`src/rtl/fcap_pkg.sv`:
```
package fcap_pkg;

  typedef enum logic [1:0] {
    ST_IDLE  = 2'd0,
    ST_ARMED = 2'd1,
    ST_POST  = 2'd2,
    ST_DONE  = 2'd3
  } capState_t;

  // strobes from control to datapath
  typedef struct packed {
    logic wr;       // store the presented frame
    logic capTrig;  // trigger accepted: fix the read start
    logic rd;       // pop one entry to the host
  } capStrobe_t;

endpackage

```
`src/rtl/fcap_ctrl.sv`:
```
module fcap_ctrl
  import fcap_pkg::*;
#(
  parameter int CNT_W = 5
) (
  input  logic             clk,
  input  logic             rstN,
  input  logic             frameValid,
  input  logic             trigIn,
  input  logic             armIn,
  input  logic             rdEn,
  input  logic [CNT_W-1:0] preLen,
  input  logic [CNT_W-1:0] postLen,
  output capStrobe_t       strb,
  output logic [CNT_W-1:0] keptPre,
  output logic             busy,
  output logic             done,
  output logic             shortPre
);

  capState_t state, nxtState;
  logic [CNT_W-1:0] fillCnt;
  logic [CNT_W-1:0] postCnt;
  logic armAccept;

  assign armAccept = armIn && (state == ST_IDLE || state == ST_DONE);

  always_comb begin
    strb     = '0;
    nxtState = state;
    unique case (state)
      ST_IDLE: begin
        if (armIn) nxtState = ST_ARMED;
      end
      ST_ARMED: begin
        if (trigIn) begin
          strb.capTrig = 1'b1;
          nxtState     = ST_POST;
        end else if (frameValid) begin
          strb.wr = 1'b1;
        end
      end
      ST_POST: begin
        if (postCnt == postLen) nxtState = ST_DONE;
        else if (frameValid)    strb.wr = 1'b1;
      end
      ST_DONE: begin
        strb.rd = rdEn;
        if (armIn) nxtState = ST_ARMED;
      end
      default: nxtState = ST_IDLE;
    endcase
  end

  always_ff @(posedge clk or negedge rstN) begin
    if (!rstN) begin
      state    <= ST_IDLE;
      fillCnt  <= '0;
      postCnt  <= '0;
      shortPre <= 1'b0;
    end else begin
      state <= nxtState;
      if (armAccept) begin
        fillCnt  <= '0;
        shortPre <= 1'b0;
      end else if (state == ST_ARMED && strb.wr && fillCnt < preLen) begin
        fillCnt <= fillCnt + 1'b1;
      end
      if (strb.capTrig) begin
        shortPre <= (fillCnt < preLen);
        postCnt  <= '0;
      end else if (state == ST_POST && strb.wr) begin
        postCnt <= postCnt + 1'b1;
      end
    end
  end

  // fillCnt saturates at preLen, so it is already min(written, preLen)
  assign keptPre = fillCnt;
  assign busy    = (state == ST_ARMED) || (state == ST_POST);
  assign done    = (state == ST_DONE);

endmodule

```
`src/rtl/fcap_path.sv`:
```
module fcap_path
  import fcap_pkg::*;
#(
  parameter int FRAME_W = 32,
  parameter int TS_W    = 16,
  parameter int DEPTH   = 16,
  localparam int ADDR_W = $clog2(DEPTH),
  localparam int CNT_W  = ADDR_W + 1,
  localparam int ENT_W  = TS_W + FRAME_W
) (
  input  logic               clk,
  input  logic               rstN,
  input  capStrobe_t         strb,
  input  logic [FRAME_W-1:0] frameData,
  input  logic [CNT_W-1:0]   keptPre,
  output logic [ENT_W-1:0]   rdData,
  output logic               rdValid
);

  logic [ENT_W-1:0]  mem [DEPTH];
  logic [ADDR_W-1:0] wrPtr;
  logic [ADDR_W-1:0] rdPtr;
  logic [TS_W-1:0]   tsCnt;

  always_ff @(posedge clk) begin
    if (strb.wr) mem[wrPtr] <= {tsCnt, frameData};
  end

  always_ff @(posedge clk or negedge rstN) begin
    if (!rstN) begin
      wrPtr   <= '0;
      rdPtr   <= '0;
      tsCnt   <= '0;
      rdData  <= '0;
      rdValid <= 1'b0;
    end else begin
      tsCnt   <= tsCnt + 1'b1;
      rdValid <= strb.rd;
      if (strb.wr) wrPtr <= wrPtr + 1'b1;
      // power-of-two depth: truncated subtraction wraps
      if (strb.capTrig) rdPtr <= wrPtr - keptPre[ADDR_W-1:0];
      else if (strb.rd) begin
        rdData <= mem[rdPtr];
        rdPtr  <= rdPtr + 1'b1;
      end
    end
  end

endmodule

```
`src/rtl/fault_capture_buf.sv`:
```
module fault_capture_buf
  import fcap_pkg::*;
#(
  parameter int NCH   = 2,
  parameter int CH_W  = 16,
  parameter int TS_W  = 16,
  parameter int DEPTH = 16,
  localparam int ADDR_W  = $clog2(DEPTH),
  localparam int CNT_W   = ADDR_W + 1,
  localparam int FRAME_W = NCH * CH_W,
  localparam int ENT_W   = TS_W + FRAME_W
) (
  input  logic               clk,
  input  logic               rstN,
  input  logic               frameValid,
  input  logic [FRAME_W-1:0] frameData,
  input  logic               trigIn,
  input  logic [CNT_W-1:0]   preLen,
  input  logic [CNT_W-1:0]   postLen,
  input  logic               armIn,
  input  logic               rdEn,
  output logic [ENT_W-1:0]   rdData,
  output logic               rdValid,
  output logic               busy,
  output logic               done,
  output logic               shortPre
);

  capStrobe_t       strb;
  logic [CNT_W-1:0] keptPre;

  fcap_ctrl #(.CNT_W(CNT_W)) u_ctrl (
    .clk(clk), .rstN(rstN), .frameValid(frameValid), .trigIn(trigIn),
    .armIn(armIn), .rdEn(rdEn), .preLen(preLen), .postLen(postLen),
    .strb(strb), .keptPre(keptPre), .busy(busy), .done(done),
    .shortPre(shortPre)
  );

  fcap_path #(.FRAME_W(FRAME_W), .TS_W(TS_W), .DEPTH(DEPTH)) u_path (
    .clk(clk), .rstN(rstN), .strb(strb), .frameData(frameData),
    .keptPre(keptPre), .rdData(rdData), .rdValid(rdValid)
  );

endmodule

```
`config.mk`:
```
export PLATFORM = sky130hd
export DESIGN_NAME = fault_capture_buf
export DESIGN_NICKNAME = d
export VERILOG_FILES = /design/src/rtl/fcap_pkg.sv /design/src/rtl/fcap_ctrl.sv /design/src/rtl/fcap_path.sv /design/src/rtl/fault_capture_buf.sv
export SDC_FILE = /design/constraint.sdc
export NUM_CORES = 1
export LEC_CHECK = 0
export ABC_AREA = 1
export BUFFER_PORTS_ARGS = -buffer_cell sky130_fd_sc_hd__buf_4
export CAP_MARGIN = 20
export CORE_MARGIN = 1
export CORE_UTILIZATION = 65
export CTS_BUF_LIST = sky130_fd_sc_hd__clkbuf_16
export CTS_CLUSTER_SIZE = 8
export DETAILED_ROUTE_END_ITERATION = 10
export PLACE_DENSITY_LB_ADDON = 0.1
export REMOVE_ABC_BUFFERS = 1
export SLEW_MARGIN = 0
export SYNTH_ARGS = -nofsm -noshare
export SYNTH_HDL_FRONTEND = slang
export SYNTH_SLANG_ARGS = --single-unit
```
`constraint.sdc`:
```
create_clock -name clk -period 6.9 [get_ports clk]
set_input_delay 1.38 -clock clk [delete_from_list [all_inputs] [get_ports clk]]
set_output_delay 1.38 -clock clk [all_outputs]
set_load 0.05 [all_outputs]
```
# Word level (Yosys, flattened, before mapping)
# Memory sizes are Yosys's and may differ from the RTL's. A register that Yosys moved wholly into a read port is not among the register bits.
# Cells that the tools add are included.
[totals]
ram_bits = 768
mem_count = 1
word_cells = 60
register_bits = 38
output_inout_bits = 52
[memory_table]
columns = ["memory", "words", "word_bits", "rd", "rd_ports_with_merged_regs", "wr", "line_no", "source"]
rows = [
  ["u_path.mem", 16, 48, 1, 1, 1, "fcap_path.sv:20", "logic [ENT_W-1:0] mem [DEPTH];"],
]
[classes]
muxes = 21
order_cmp = 1
bitwise_logic = 1
reduce_logical = 15
add_sub_neg = 6
n_eq_ne = 7
[op_table]
columns = ["op", "n"]
rows = [
  ["$mux 5", 4],
  ["$add 16x1->16 const B", 1],
  ["$add 5x1->5 const B", 2],
  ["$mux 1", 10],
  ["$add 4x1->4 const B", 2],
  ["$mux 4", 2],
  ["$reduce_bool 2->1", 4],
  ["$mux 2", 3],
  ["$pmux 2 s3", 1],
  ["$eq 5x5->1", 1],
  ["$lt 5x5->1", 1],
  ["$eq 2x2->1 const B", 2],
  ["$logic_and 1x1->1", 4],
  ["$ne 2x1->1 const B", 2],
  ["$sub 4x4->4", 1],
  ["$reduce_and 3->1", 1],
  ["$eq 2x1->1 const B", 1],
  ["$logic_not 2->1", 1],
  ["$logic_or 1x1->1", 2],
  ["$ne 2x2->1 const B", 1],
  ["$pmux 1 s2", 1],
  ["$reduce_and 2->1", 1],
  ["$reduce_or 2->1", 1],
  ["$logic_not 1->1", 1],
  ["$not 1->1", 1],
]

# Depth between registers and ports, before layout
# Gate-level depths: netlist (run 1).
[depth]
depth_word = 7
depth_mapped = 12
mapped_depth_nobuf = 12

# Hierarchy
# A second synthesis (run 1) with hierarchy kept.
[unflattened]
cells_unflattened = 3000
hier_area_um2 = 34613.2
[by_module_without_submodules]
columns = ["mod", "cells_per_inst", "instances", "area_each_um2"]
rows = [
  ["fcap_path", 2863, 1, 33582.2],
  ["fcap_ctrl", 137, 1, 1031.0],
]

# Worst setup path after synthesis (run 1)
# Ideal clock, no wire load.
[synth_timing]
kind = "in2reg"
from = "input port postLen[0]"
to = "memory u_path.mem[0][0] in the netlist's numbering (enable)"
setup_time_ps = 454
path_stages = 12
n_path_buf = 1
arrival_time_ps = 4185
required_time_ps = 6446
setup_slack_ps = 2262
cell_sequence = "nand2_1 inv_1 nor2_1 nor2_1 nand3_1 nand2_1 nand2_1 nand2_1 inv_1 buf_4 nand2_1 nor2_1"
[synth_via]
elab_chain_len = 5
[synth_lines]
columns = ["element", "line_no", "source"]
rows = [
  ["from (decl)", "fault_capture_buf.sv:19", "input logic [CNT_W-1:0] postLen,"],
  ["$eq 5x5->1", "fcap_ctrl.sv:44", "if (postCnt == postLen) nxtState = ST_DONE;"],
  ["$mux 1", "fcap_ctrl.sv:44", ""],
  ["$pmux 1 s2", "fcap_ctrl.sv:31", "unique case (state)"],
  ["$mux 1", "fcap_path.sv:26", "if (strb.wr) mem[wrPtr] <= {tsCnt, frameData};"],
  ["$mux 1 (not written as such)", "fcap_path.sv:26", ""],
  ["to (decl)", "fcap_path.sv:20", ""],
]
# Every way passes these cells.

# Final worst setup path (run 1)
[layout_timing]
from = "input port postLen[0]"
to = "memory u_path.mem[4][15] in the netlist's numbering (enable)"
# The elaborated chain is that of the path after synthesis.

==> tab_implementation.tex, run 1 <==
\begin{tabular}{lr}
\hline
Metric & Value \\
\hline
\multicolumn{2}{l}{\textbf{Logic synthesis}} \\
Number of library cell types mapped by synthesis & 32 \\
Count of state elements after synthesis & 854 \\
Ys Warns & 0 \\
Syn\_area\_per\_cell & 13.1 um\^{}2 \\
Number of cells produced by synthesis & 2588 \\
Sequential element share of the synthesized area & 0.744 \\
Post-synthesis instance area & 33900 um\^{}2 \\
\multicolumn{2}{l}{\textbf{Timing}} \\
Final max-slew violation count & 0 \\
Setup slack of the critical path after layout & 3040 ps \\
Highest clock rate & 0.259 GHz \\
Min Tclk post-route & 3860 ps \\
Final worst-path cycle share & 0.559 \\
RSZ-0062 raised after global routing & false \\
Max-slew headroom at the worst pin & 0.291 \\
Number of hold-slack violations in the final timing report & 0 \\
WHS & 492 ps \\
TNS Setup & 0 ps \\
Max Clock Skew & 19.8 ps \\
Final setup fails & 0 \\
Pin slew with the least headroom to its limit & 1060 ps \\
\multicolumn{2}{l}{\textbf{Critical path}} \\
Worst R2R Start & u\_ctrl.state[0] \\
Critical path capture point type & flip-flop \\
CP delay by family, top & simple AND/OR/NAND/NOR gates \\
Critical Path Max Stage Delay & 870 ps \\
Arrival time reported for the critical path endpoint & 4160 ps \\
Data required time of the worst path & 7200 ps \\
Kind of start point of the critical path & primary input \\
WP buf/inv & 4 \\
Critical Path, Cell by Cell & buf\_4 > nand2\_1 > inv\_1 > nor2\_1 > nor2\_1 > nand3\_1 > nand2\_1 > nand2\_1 > nand2\_1 > inv\_1 > nand2\_1 > nor2\_4 > buf\_4 \\
Critical path startpoint & postLen[0] \\
Maximum fanout encountered on the critical timing path & 25 \\
Crit-path slowest cell & sky130\_fd\_sc\_hd\_\_nor2\_4 \\
Most numerous cell on the critical path & sky130\_fd\_sc\_hd\_\_nand2\_1 \\
CP Class & primary input to flip-flop \\
\multicolumn{2}{l}{\textbf{Floorplan}} \\
Height of the die & 230 um \\
Starting density of the core & 0.659 \\
Core outline area & 51400 um\^{}2 \\
Die Outline Area & 53000 um\^{}2 \\
Die width & 230 um \\
IO Pins & 100 \\
Site Rows & 83 \\
\multicolumn{2}{l}{\textbf{Detailed routing}} \\
Routed WL per cell & 23.9 um \\
Vias post-DR & 21400 \\
Residual DRC count & 0 \\
Wire length reported by the detailed router & 83000 um \\
Detailed router's first-iteration violation count & 2732 \\
Vias/cell & 6.15 \\
DRT antenna net count & 0 \\
Number of optimization iterations in the first detailed-route pass & 5 \\
\multicolumn{2}{l}{\textbf{CTS}} \\
Cts repair resizes & 0 \\
Clock latency of the later-clocked register in the worst-skew pair & 660 ps \\
Cell at the root of the clock tree & sky130\_fd\_sc\_hd\_\_clkbuf\_16 \\
Worst-case clock buffer depth & 3 \\
Clk sinks & 854 \\
Post-cts hold buffer count & 0 \\
Buffers inserted during post-CTS setup optimization & 0 \\
TritonCTS clock tree & done \\
Number of buffers inserted during clock tree synthesis & 116 \\
Clock slew at the register clock pins of the worst setup and hold paths & 50 ps \\
H-tree levels & 3 \\
\multicolumn{2}{l}{\textbf{Layout}} \\
Final standard cell area without fillers & 38600 um\^{}2 \\
Area growth from synthesis to layout & 14.1\% \\
Antenna diode count & 0 \\
Count of nets after finishing & 2767 \\
Fraction of final layout cells sized beyond drive strength 1 & 0.104 \\
\multicolumn{2}{l}{\textbf{Global route}} \\
Number of antenna violations at the first check in global routing & 0 \\
Global-route wire length before repair & 126000 um \\
Number of global-route vias before repair & 21000 \\
Combined global-route utilization of all metal layers & 0.319 \\
Overall overflow remaining after global route & 0 \\
Maximum number of pins on one net before global-route repair & 130 \\
\multicolumn{2}{l}{\textbf{Place}} \\
Pre-CTS setup slack & 2360 ps \\
Post-DP HPWL & 45900 um \\
Port Buffer Count & 99 \\
Placed Area & 35200 um\^{}2 \\
Final RePlAce weighted congestion & 0.847 \\
\multicolumn{2}{l}{\textbf{Worst hold path}} \\
HP Class & flip-flop to flip-flop \\
Hold Crit Start & u\_path.rdData[22] \\
\multicolumn{2}{l}{\textbf{Run}} \\
Max Cap Viol & 0 \\
\multicolumn{2}{l}{\textbf{Run status}} \\
Status & completed \\
\multicolumn{2}{l}{\textbf{Power}} \\
Overall power after layout & 16.0 mW \\
Worst IR drop on VDD & 327 uV \\
Power per standard cell area & 414 nW/um\^{}2 \\
Total leakage power & 14.7 nW \\
\hline
\end{tabular}
-- cells by family (layout without fill, tap and decap cells) --
kind of cell / Yosys count / after routing / synth area share
DFF: 854 / 854 / 0.744
and+or+nand+nor: 808 / 808 / 0.0947
AOI/OAI and AO/OA: 551 / 551 / 0.0871
buffers and inverters: 235 / 447 / 0.0319
muxes: 96 / 96 / 0.0284
xor gates and xnor gates: 24 / 24 / 0.00620
adders and majority gates: 20 / 20 / 0.00761
-- where the power goes --
part	leakage [nW]	switching, mW	internal, mW	total (mW)
clock network	2.00	2.06	3.06	5.12
registers	8.25	0.306	5.92	6.23
logic	4.42	3.35	1.29	4.64
-- state kept, by name (all words and copies together), names as in the netlist --
| name | cells |
|---|---|
| u_ctrl.keptPre | 5 |
| u_ctrl.postCnt | 5 |
| u_ctrl.shortPre | 1 |
| u_ctrl.state | 2 |
| u_path.mem | 768 |
| u_path.rdData | 48 |
| u_path.rdPtr | 4 |
| u_path.rdValid | 1 |
| u_path.tsCnt | 16 |
| u_path.wrPtr | 4 |
-- metal layers --
layer / wire length, um / track usage / share of wire / up-vias
li1: - / - / - / 9573
met1: 33100 / 0.451 / 0.40 / 10500
met2: 40100 / 0.511 / 0.48 / 1141
met3: 7210 / 0.0499 / 0.087 / 171
met4: 2570 / 0.113 / 0.031 / 0
met5: 0 / 0 / 0 / -
-- synthesized netlist by cell type --
cell / number / area (um^2)
sky130_fd_sc_hd__o21ai_1: 48 / 240
sky130_fd_sc_hd__o21ai_0: 203 / 1020
sky130_fd_sc_hd__buf_6: 9 / 101
sky130_fd_sc_hd__mux2i_1: 96 / 961
sky130_fd_sc_hd__a31oi_1: 1 / 6.26
sky130_fd_sc_hd__buf_4: 13 / 97.6
sky130_fd_sc_hd__nor3_1: 2 / 10.0
sky130_fd_sc_hd__o22ai_1: 49 / 307
sky130_fd_sc_hd__o211ai_1: 48 / 360
sky130_fd_sc_hd__clkbuf_1: 54 / 203
sky130_fd_sc_hd__dfrtp_1: 86 / 2150
sky130_fd_sc_hd__nand3_1: 122 / 611
sky130_fd_sc_hd__nand4_1: 4 / 25.0
sky130_fd_sc_hd__inv_2: 1 / 3.75
sky130_fd_sc_hd__buf_8: 1 / 15.0
sky130_fd_sc_hd__buf_2: 55 / 275
sky130_fd_sc_hd__edfxtp_1: 768 / 23100
sky130_fd_sc_hd__fa_1: 1 / 20.0
sky130_fd_sc_hd__inv_4: 1 / 6.26
sky130_fd_sc_hd__nor3b_1: 1 / 7.51
sky130_fd_sc_hd__o221ai_1: 2 / 17.5
sky130_fd_sc_hd__nor2_2: 2 / 12.5
sky130_fd_sc_hd__ha_1: 19 / 238
sky130_fd_sc_hd__a21oi_1: 199 / 996
sky130_fd_sc_hd__buf_1: 15 / 56.3
sky130_fd_sc_hd__o21a_1: 1 / 7.51
sky130_fd_sc_hd__nand2_1: 546 / 2050
sky130_fd_sc_hd__inv_1: 86 / 323
sky130_fd_sc_hd__xor2_1: 16 / 140
sky130_fd_sc_hd__xnor2_1: 8 / 70.1
sky130_fd_sc_hd__nor2_1: 130 / 488
sky130_fd_sc_hd__or2_2: 1 / 6.26
-- worst min-delay path, stage by stage (launching register included) --
cell	delay, ps
sky130_fd_sc_hd__dfrtp_1	340
sky130_fd_sc_hd__nand2_1	50
sky130_fd_sc_hd__o21ai_1	60
-- layout by cell type (no fill, tap or decap), types with 49 or more instances in the layout --
cell	netlist	layout
sky130_fd_sc_hd__o21ai_0	203	203
sky130_fd_sc_hd__a21oi_1	199	199
sky130_fd_sc_hd__nand3_1	122	122
sky130_fd_sc_hd__clkbuf_16	0	119
sky130_fd_sc_hd__edfxtp_1	768	768
sky130_fd_sc_hd__nand2_1	546	545
sky130_fd_sc_hd__o22ai_1	49	49
sky130_fd_sc_hd__dfrtp_1	86	83
sky130_fd_sc_hd__inv_1	86	179
sky130_fd_sc_hd__nor2_1	130	114
sky130_fd_sc_hd__buf_4	13	136
sky130_fd_sc_hd__mux2i_1	96	96
-- per-stage QoR --
stage                     cells  utilization
after CTS                  3477        0.750
after global routing       3480        0.752
final                      3480        0.752
after global placement     3257        0.684
after floorplan            2441            -
after detailed placement   3258        0.684
-- path summary, 6_finish.rpt --
kind | end | slack [ps] | cells after the start
max reg2reg | u_path.mem[4][15] | 3330 | 10
min | u_path.rdData[22] | 490 | 2
min reg2reg | u_path.rdData[22] | 490 | 2
min in group asynchronous | u_path.rdData[16] | 740 | 1
max | u_path.mem[4][15] | 3040 | 13
max in group asynchronous | u_path.rdPtr[0] | 4840 | 2
-- cell type report --
| class | instances | area (um^2) |
|---|---|---|
| clock buffers | 119 | 2980 |
| clock inverters | 100 | 407 |
| fillers | 3155 | 12800 |
| inverters | 88 | 338 |
| multi-input cells | 1499 | 7730 |
| flip-flops and latches | 854 | 25200 |
| well taps | 680 | 851 |
| repair buffers | 140 | 1120 |
Power figures use the tool's default switching activity.
==> run 2: changes to the inputs <==
- CORE_UTILIZATION: 65 -> 56
- clock period: 6.9 -> 3.5 ns (I/O delays scaled with it)
==> tab_implementation.tex, run 2 (synthesized netlist as in run 1, its figures left out) <==
\begin{tabular}{lr}
\hline
Metric & Value \\
\hline
\multicolumn{2}{l}{\textbf{Layout}} \\
Count of nets after finishing & 2792 \\
Commonest cells after routing, fill and taps aside & sky130\_fd\_sc\_hd\_\_edfxtp\_1, sky130\_fd\_sc\_hd\_\_nand2\_1, sky130\_fd\_sc\_hd\_\_o21ai\_0, sky130\_fd\_sc\_hd\_\_a21oi\_1, sky130\_fd\_sc\_hd\_\_inv\_1 \\
Largest reg by FF count & u\_path.mem \\
Largest registers & u\_path.mem (768), u\_path.rdData (48), u\_path.tsCnt (16) \\
Antenna diode count & 0 \\
Fraction of final layout cells sized beyond drive strength 1 & 0.111 \\
Utilization of the core after routing & 0.661 \\
Final instance count without filler cells & 3600 \\
Most common cell after layout, fill and taps aside & sky130\_fd\_sc\_hd\_\_edfxtp\_1 \\
Area growth from synthesis to layout & 15.8\% \\
Flip-flop count of the largest register, all copies and words added & 768 \\
\multicolumn{2}{l}{\textbf{Critical path}} \\
Length in cells of the worst reg-to-reg path & 10 \\
Arrival time reported for the critical path endpoint & 3120 ps \\
Data required time of the worst path & 3870 ps \\
Worst R2R Start & u\_ctrl.state[0] \\
Critical path startpoint & u\_ctrl.state[0] \\
Critical Path Max Stage Delay & 420 ps \\
Maximum fanout encountered on the critical timing path & 8 \\
Timing endpoint of the critical path & u\_path.mem[11][21] \\
Critical path capture point type & flip-flop \\
Crit-path slowest cell & sky130\_fd\_sc\_hd\_\_nor2\_4 \\
Worst reg-to-reg setup slack & 750 ps \\
Critical Path, Cell by Cell & inv\_1 > ha\_1 > inv\_1 > nand2\_1 > inv\_1 > nand2\_1 > inv\_1 > nand2\_1 > nor2\_4 > buf\_4 \\
Kind of start point of the critical path & flip-flop \\
CP Class & flip-flop to flip-flop \\
Most numerous cell on the critical path & sky130\_fd\_sc\_hd\_\_inv\_1 \\
Reg-to-Reg End & u\_path.mem[11][21] \\
\multicolumn{2}{l}{\textbf{Detailed routing}} \\
Uppermost layer routed & met5 \\
Vias post-DR & 21200 \\
DRT antenna net count & 0 \\
M1 wire length & 34700 um \\
Vias/cell & 5.89 \\
Routed WL per cell & 23.1 um \\
Number of optimization iterations in the first detailed-route pass & 5 \\
Met3 wire length & 5530 um \\
Detailed router's first-iteration violation count & 1952 \\
Total met2 wirelength after detailed routing & 40700 um \\
Residual DRC count & 0 \\
Wire length reported by the detailed router & 83100 um \\
\multicolumn{2}{l}{\textbf{Power}} \\
Power per standard cell area & 807 nW/um\^{}2 \\
Total leakage power & 14.9 nW \\
Overall power after layout & 31.7 mW \\
Worst IR drop on VDD & 702 uV \\
\multicolumn{2}{l}{\textbf{Place}} \\
Post-DP HPWL & 45300 um \\
Final RePlAce weighted congestion & 0.802 \\
Pre-CTS setup slack & 489 ps \\
Placed instance count & 3378 \\
Port Buffer Count & 99 \\
\multicolumn{2}{l}{\textbf{Timing}} \\
Setup slack of the critical path after layout & 752 ps \\
RSZ-0062 raised after global routing & false \\
Pin slew with the least headroom to its limit & 893 ps \\
Min Tclk post-route & 2750 ps \\
Number of hold-slack violations in the final timing report & 0 \\
TNS Setup & 0 ps \\
Final setup fails & 0 \\
Highest clock rate & 0.364 GHz \\
Final worst-path cycle share & 0.785 \\
Max-slew headroom at the worst pin & 0.404 \\
Max Clock Skew & 21.6 ps \\
Final max-slew violation count & 0 \\
\multicolumn{2}{l}{\textbf{Floorplan}} \\
Die Outline Area & 61500 um\^{}2 \\
Core outline area & 59400 um\^{}2 \\
IO Pins & 100 \\
Starting density of the core & 0.571 \\
Height of the die & 248 um \\
Die width & 248 um \\
Site Rows & 89 \\
\multicolumn{2}{l}{\textbf{CTS}} \\
Buffers inserted during post-CTS setup optimization & 0 \\
Clk sinks & 854 \\
Cell at the root of the clock tree & sky130\_fd\_sc\_hd\_\_clkbuf\_16 \\
Clock latency of the later-clocked register in the worst-skew pair & 670 ps \\
Clock slew at the register clock pins of the worst setup and hold paths & 50 ps \\
Cts repair resizes & 0 \\
H-tree levels & 3 \\
Worst-case clock buffer depth & 3 \\
Number of buffers inserted during clock tree synthesis & 116 \\
TritonCTS clock tree & done \\
\multicolumn{2}{l}{\textbf{Global route}} \\
Global-route wire length before repair & 126000 um \\
Combined global-route utilization of all metal layers & 0.276 \\
Maximum number of pins on one net before global-route repair & 127 \\
Overall overflow remaining after global route & 0 \\
Number of global-route vias before repair & 21200 \\
Number of antenna violations at the first check in global routing & 1 \\
\multicolumn{2}{l}{\textbf{Worst hold path}} \\
HP Class & primary input to flip-flop \\
Number of cells traversed by the worst hold path & 1 \\
\multicolumn{2}{l}{\textbf{Run status}} \\
Status & completed \\
\multicolumn{2}{l}{\textbf{Run}} \\
Max Cap Viol & 0 \\
\hline
\end{tabular}
## run 2: cell types whose count changed in the layout (fill, tap and decap cells not counted), moves of 2 or more
cell                        before  now
sky130_fd_sc_hd__buf_12          1   28
sky130_fd_sc_hd__clkinv_8        0    2
sky130_fd_sc_hd__buf_16          3    0
sky130_fd_sc_hd__clkbuf_16     119  117
## run 2: stage by stage
| step | hold WS [ps] | cell area, um^2 |
|---|---|---|
| after CTS | 315 | 39200 |
| after global routing | 343 | 39200 |
| after global placement | 479 | 35800 |
| after detailed placement | 484 | 35800 |
| after floorplan | 404 | 33100 |
| final | 346 | 39200 |
## run 2: critical path, delay by kind of cell, from the launching register on
kind / cells / cell delay (ps)
fa+ha+maj: 1 / 330
flops: 1 / 410
buf+inv: 5 / 780
simple gates: 4 / 950
## run 2: layout make-up
cell class / count / area [um^2]
repair buffers: 165 / 1590
flip-flops and latches: 854 / 25200
multi-input cells: 1499 / 7730
fillers: 4289 / 20100
inverters: 88 / 338
clock inverters: 104 / 468
well taps: 773 / 967
clock buffers: 117 / 2930
## run 2: power by group
part / switching, mW / leakage [nW] / internal [mW] / total, mW
clock network: 4.15 / 2.00 / 5.97 / 10.1
logic: 6.61 / 4.62 / 2.74 / 9.35
registers: 0.535 / 8.25 / 11.7 / 12.2
## run 2: what timing repair did
| item | in CTS | in global routing |
|---|---|---|
| setup endpoints to repair | 0 | 0 |
| hold buffers | 1 | 0 |
| hold endpoints to repair | 16 | 0 |
## run 2: how the worst min path moves through the flow
| stage | start | end | slack [ps] |
|---|---|---|---|
| detailed placement | u_path.rdData[8] | u_path.rdData[8] | 480 |
| finish | frameData[26] | u_path.mem[11][26] | 350 |
| floorplan | rstN | u_ctrl.keptPre[0] | 400 |
| CTS | frameData[26] | u_path.mem[9][26] | 310 |
| global route | frameData[26] | u_path.mem[9][26] | 340 |
| global placement | u_path.rdData[12] | u_path.rdData[12] | 480 |
## run 2: routing by layer
metal / GRT usage / vias up
met4: 0.0987 / 2
li1: - / 9636
met5: 0 / -
met3: 0.0404 / 152
met1: 0.374 / 10500
met2: 0.456 / 855
==> run 3: changes to the inputs <==
- CORE_UTILIZATION: 56 -> 62
- clock period: 3.5 -> 2.7 ns (I/O delays scaled with it)
==> tab_implementation.tex, run 3 (synthesized netlist as in run 1, its figures left out) <==
\begin{tabular}{lr}
\hline
Metric & Value \\
\hline
\multicolumn{2}{l}{\textbf{CTS}} \\
Buffers inserted during post-CTS setup optimization & 0 \\
H-tree levels & 3 \\
Clock latency of the later-clocked register in the worst-skew pair & 670 ps \\
Cell at the root of the clock tree & sky130\_fd\_sc\_hd\_\_clkbuf\_16 \\
Worst-case clock buffer depth & 3 \\
Clock slew at the register clock pins of the worst setup and hold paths & 50 ps \\
Number of buffers inserted during clock tree synthesis & 116 \\
Clk sinks & 854 \\
TritonCTS clock tree & done \\
\multicolumn{2}{l}{\textbf{Place}} \\
Port Buffer Count & 99 \\
Final RePlAce weighted congestion & 0.823 \\
Placed Area & 36100 um\^{}2 \\
Post-DP HPWL & 47000 um \\
\multicolumn{2}{l}{\textbf{Critical path}} \\
Critical path capture point type & flip-flop \\
Arrival time reported for the critical path endpoint & 2910 ps \\
Kind of start point of the critical path & flip-flop \\
Length in cells of the worst reg-to-reg path & 10 \\
Data required time of the worst path & 3030 ps \\
Maximum fanout encountered on the critical timing path & 17 \\
CP Class & flip-flop to flip-flop \\
\multicolumn{2}{l}{\textbf{Detailed routing}} \\
Met3 wire length & 7870 um \\
Number of optimization iterations in the first detailed-route pass & 5 \\
DRT antenna net count & 0 \\
Routed WL per cell & 24.0 um \\
Vias/cell & 6.10 \\
Residual DRC count & 0 \\
M1 wire length & 34900 um \\
Detailed router's first-iteration violation count & 2508 \\
Total met2 wirelength after detailed routing & 40300 um \\
Wire length reported by the detailed router & 85100 um \\
Vias post-DR & 21600 \\
Uppermost layer routed & met5 \\
\multicolumn{2}{l}{\textbf{Floorplan}} \\
Die width & 236 um \\
Height of the die & 236 um \\
Site Rows & 85 \\
IO Pins & 100 \\
Core outline area & 53900 um\^{}2 \\
Starting density of the core & 0.628 \\
Die Outline Area & 55600 um\^{}2 \\
\multicolumn{2}{l}{\textbf{Power}} \\
Power per standard cell area & 1050 nW/um\^{}2 \\
Worst IR drop on VDD & 824 uV \\
Total leakage power & 15.0 nW \\
\multicolumn{2}{l}{\textbf{Layout}} \\
Antenna diode count & 0 \\
Fraction of final layout cells sized beyond drive strength 1 & 0.120 \\
Area growth from synthesis to layout & 16.4\% \\
Commonest cells after routing, fill and taps aside & sky130\_fd\_sc\_hd\_\_edfxtp\_1, sky130\_fd\_sc\_hd\_\_nand2\_1, sky130\_fd\_sc\_hd\_\_o21ai\_0, sky130\_fd\_sc\_hd\_\_a21oi\_1, sky130\_fd\_sc\_hd\_\_inv\_1 \\
Largest registers & u\_path.mem (768), u\_path.rdData (48), u\_path.tsCnt (16) \\
Count of nets after finishing & 2819 \\
Count of filler cells inserted in the layout & 3477 \\
Final standard cell area without fillers & 39500 um\^{}2 \\
Largest reg by FF count & u\_path.mem \\
Most common cell after layout, fill and taps aside & sky130\_fd\_sc\_hd\_\_edfxtp\_1 \\
Flip-flop count of the largest register, all copies and words added & 768 \\
\multicolumn{2}{l}{\textbf{Run}} \\
Max Cap Viol & 0 \\
\multicolumn{2}{l}{\textbf{Timing}} \\
Highest clock rate & 0.387 GHz \\
Min Tclk post-route & 2580 ps \\
TNS Setup & 0 ps \\
Number of hold-slack violations in the final timing report & 0 \\
Final worst-path cycle share & 0.956 \\
Max-slew headroom at the worst pin & 0.467 \\
RSZ-0062 raised after global routing & true \\
Max Clock Skew & 21.7 ps \\
Pin slew with the least headroom to its limit & 799 ps \\
Final max-slew violation count & 0 \\
Final setup fails & 0 \\
\multicolumn{2}{l}{\textbf{Global route}} \\
Overall overflow remaining after global route & 0 \\
Number of antenna violations at the first check in global routing & 1 \\
Combined global-route utilization of all metal layers & 0.313 \\
Maximum number of pins on one net before global-route repair & 119 \\
Number of global-route vias before repair & 21600 \\
Global-route wire length before repair & 130000 um \\
\multicolumn{2}{l}{\textbf{Worst hold path}} \\
Number of cells traversed by the worst hold path & 1 \\
HP Class & primary input to flip-flop \\
\multicolumn{2}{l}{\textbf{Run status}} \\
Status & completed \\
\hline
\end{tabular}
-- run 3: area by class of cell --
cell class | count | area (um^2) | share of cell area
timing repair buffer | 192 | 1930 | 0.0490
clock inverter | 99 | 410 | 0.0104
multi-input combinational | 1499 | 7730 | 0.196
sequential | 854 | 25200 | 0.639
inverter | 88 | 338 | 0.00856
clock buffer | 118 | 2950 | 0.0748
tap | 696 | 871 | 0.0221
-- run 3: critical path, cell delays in order (launching register included) --
cell                      delay (ps)
sky130_fd_sc_hd__dfrtp_1         420
sky130_fd_sc_hd__inv_1            70
sky130_fd_sc_hd__ha_1            330
sky130_fd_sc_hd__inv_1           140
sky130_fd_sc_hd__nand2_1          70
sky130_fd_sc_hd__inv_1            80
sky130_fd_sc_hd__nand2_1         110
sky130_fd_sc_hd__inv_1           180
sky130_fd_sc_hd__nand2_1         320
sky130_fd_sc_hd__nor2_4          220
sky130_fd_sc_hd__buf_4           310
-- run 3: power breakdown --
part | switching, mW | total (mW) | internal (mW)
combinational | 8.95 | 12.8 | 3.81
clock | 5.27 | 13.0 | 7.77
sequential | 0.593 | 15.7 | 15.1
-- run 3: what timing repair did --
item | CTS | global route
endpoints found under the hold margin | 38 | 0
gates resized for setup | 0 | 1
hold buffers | 1 | 0
setup endpoints to repair | 0 | 155
-- run 3: worst paths after layout --
check	slack, ps	endpoint	from
worst max-delay path	120	u_path.mem[11][2]	u_ctrl.state[0]
worst min-delay path	200	u_path.mem[0][16]	frameData[16]
worst max register to register	120	u_path.mem[11][2]	u_ctrl.state[0]
worst min register to register	490	u_path.rdData[30]	u_path.rdData[30]
max in group asynchronous	1690	u_path.rdData[26]	rstN
min in group asynchronous	510	u_ctrl.postCnt[1]	rstN
-- run 3: stage by stage --
step	setup WS (ps)	util	hold slack, ps	total power [mW]	cells
2_1_floorplan	-10110	-	244	22.2	2441
3_5_place_dp	109	0.669	484	28.5	3328
5_1_grt	-40.2	0.732	197	43.3	3546
3_3_place_gp	138	0.669	476	28.3	3328
6_report	118	0.732	195	41.5	3546
4_1_cts	111	0.732	166	41.6	3546
-- run 3: per-layer routing --
metal  track usage  up-vias
met5             0        -
met4         0.104        2
met3        0.0605      137
met2         0.485     1131
met1         0.452    10700
li1              -     9693
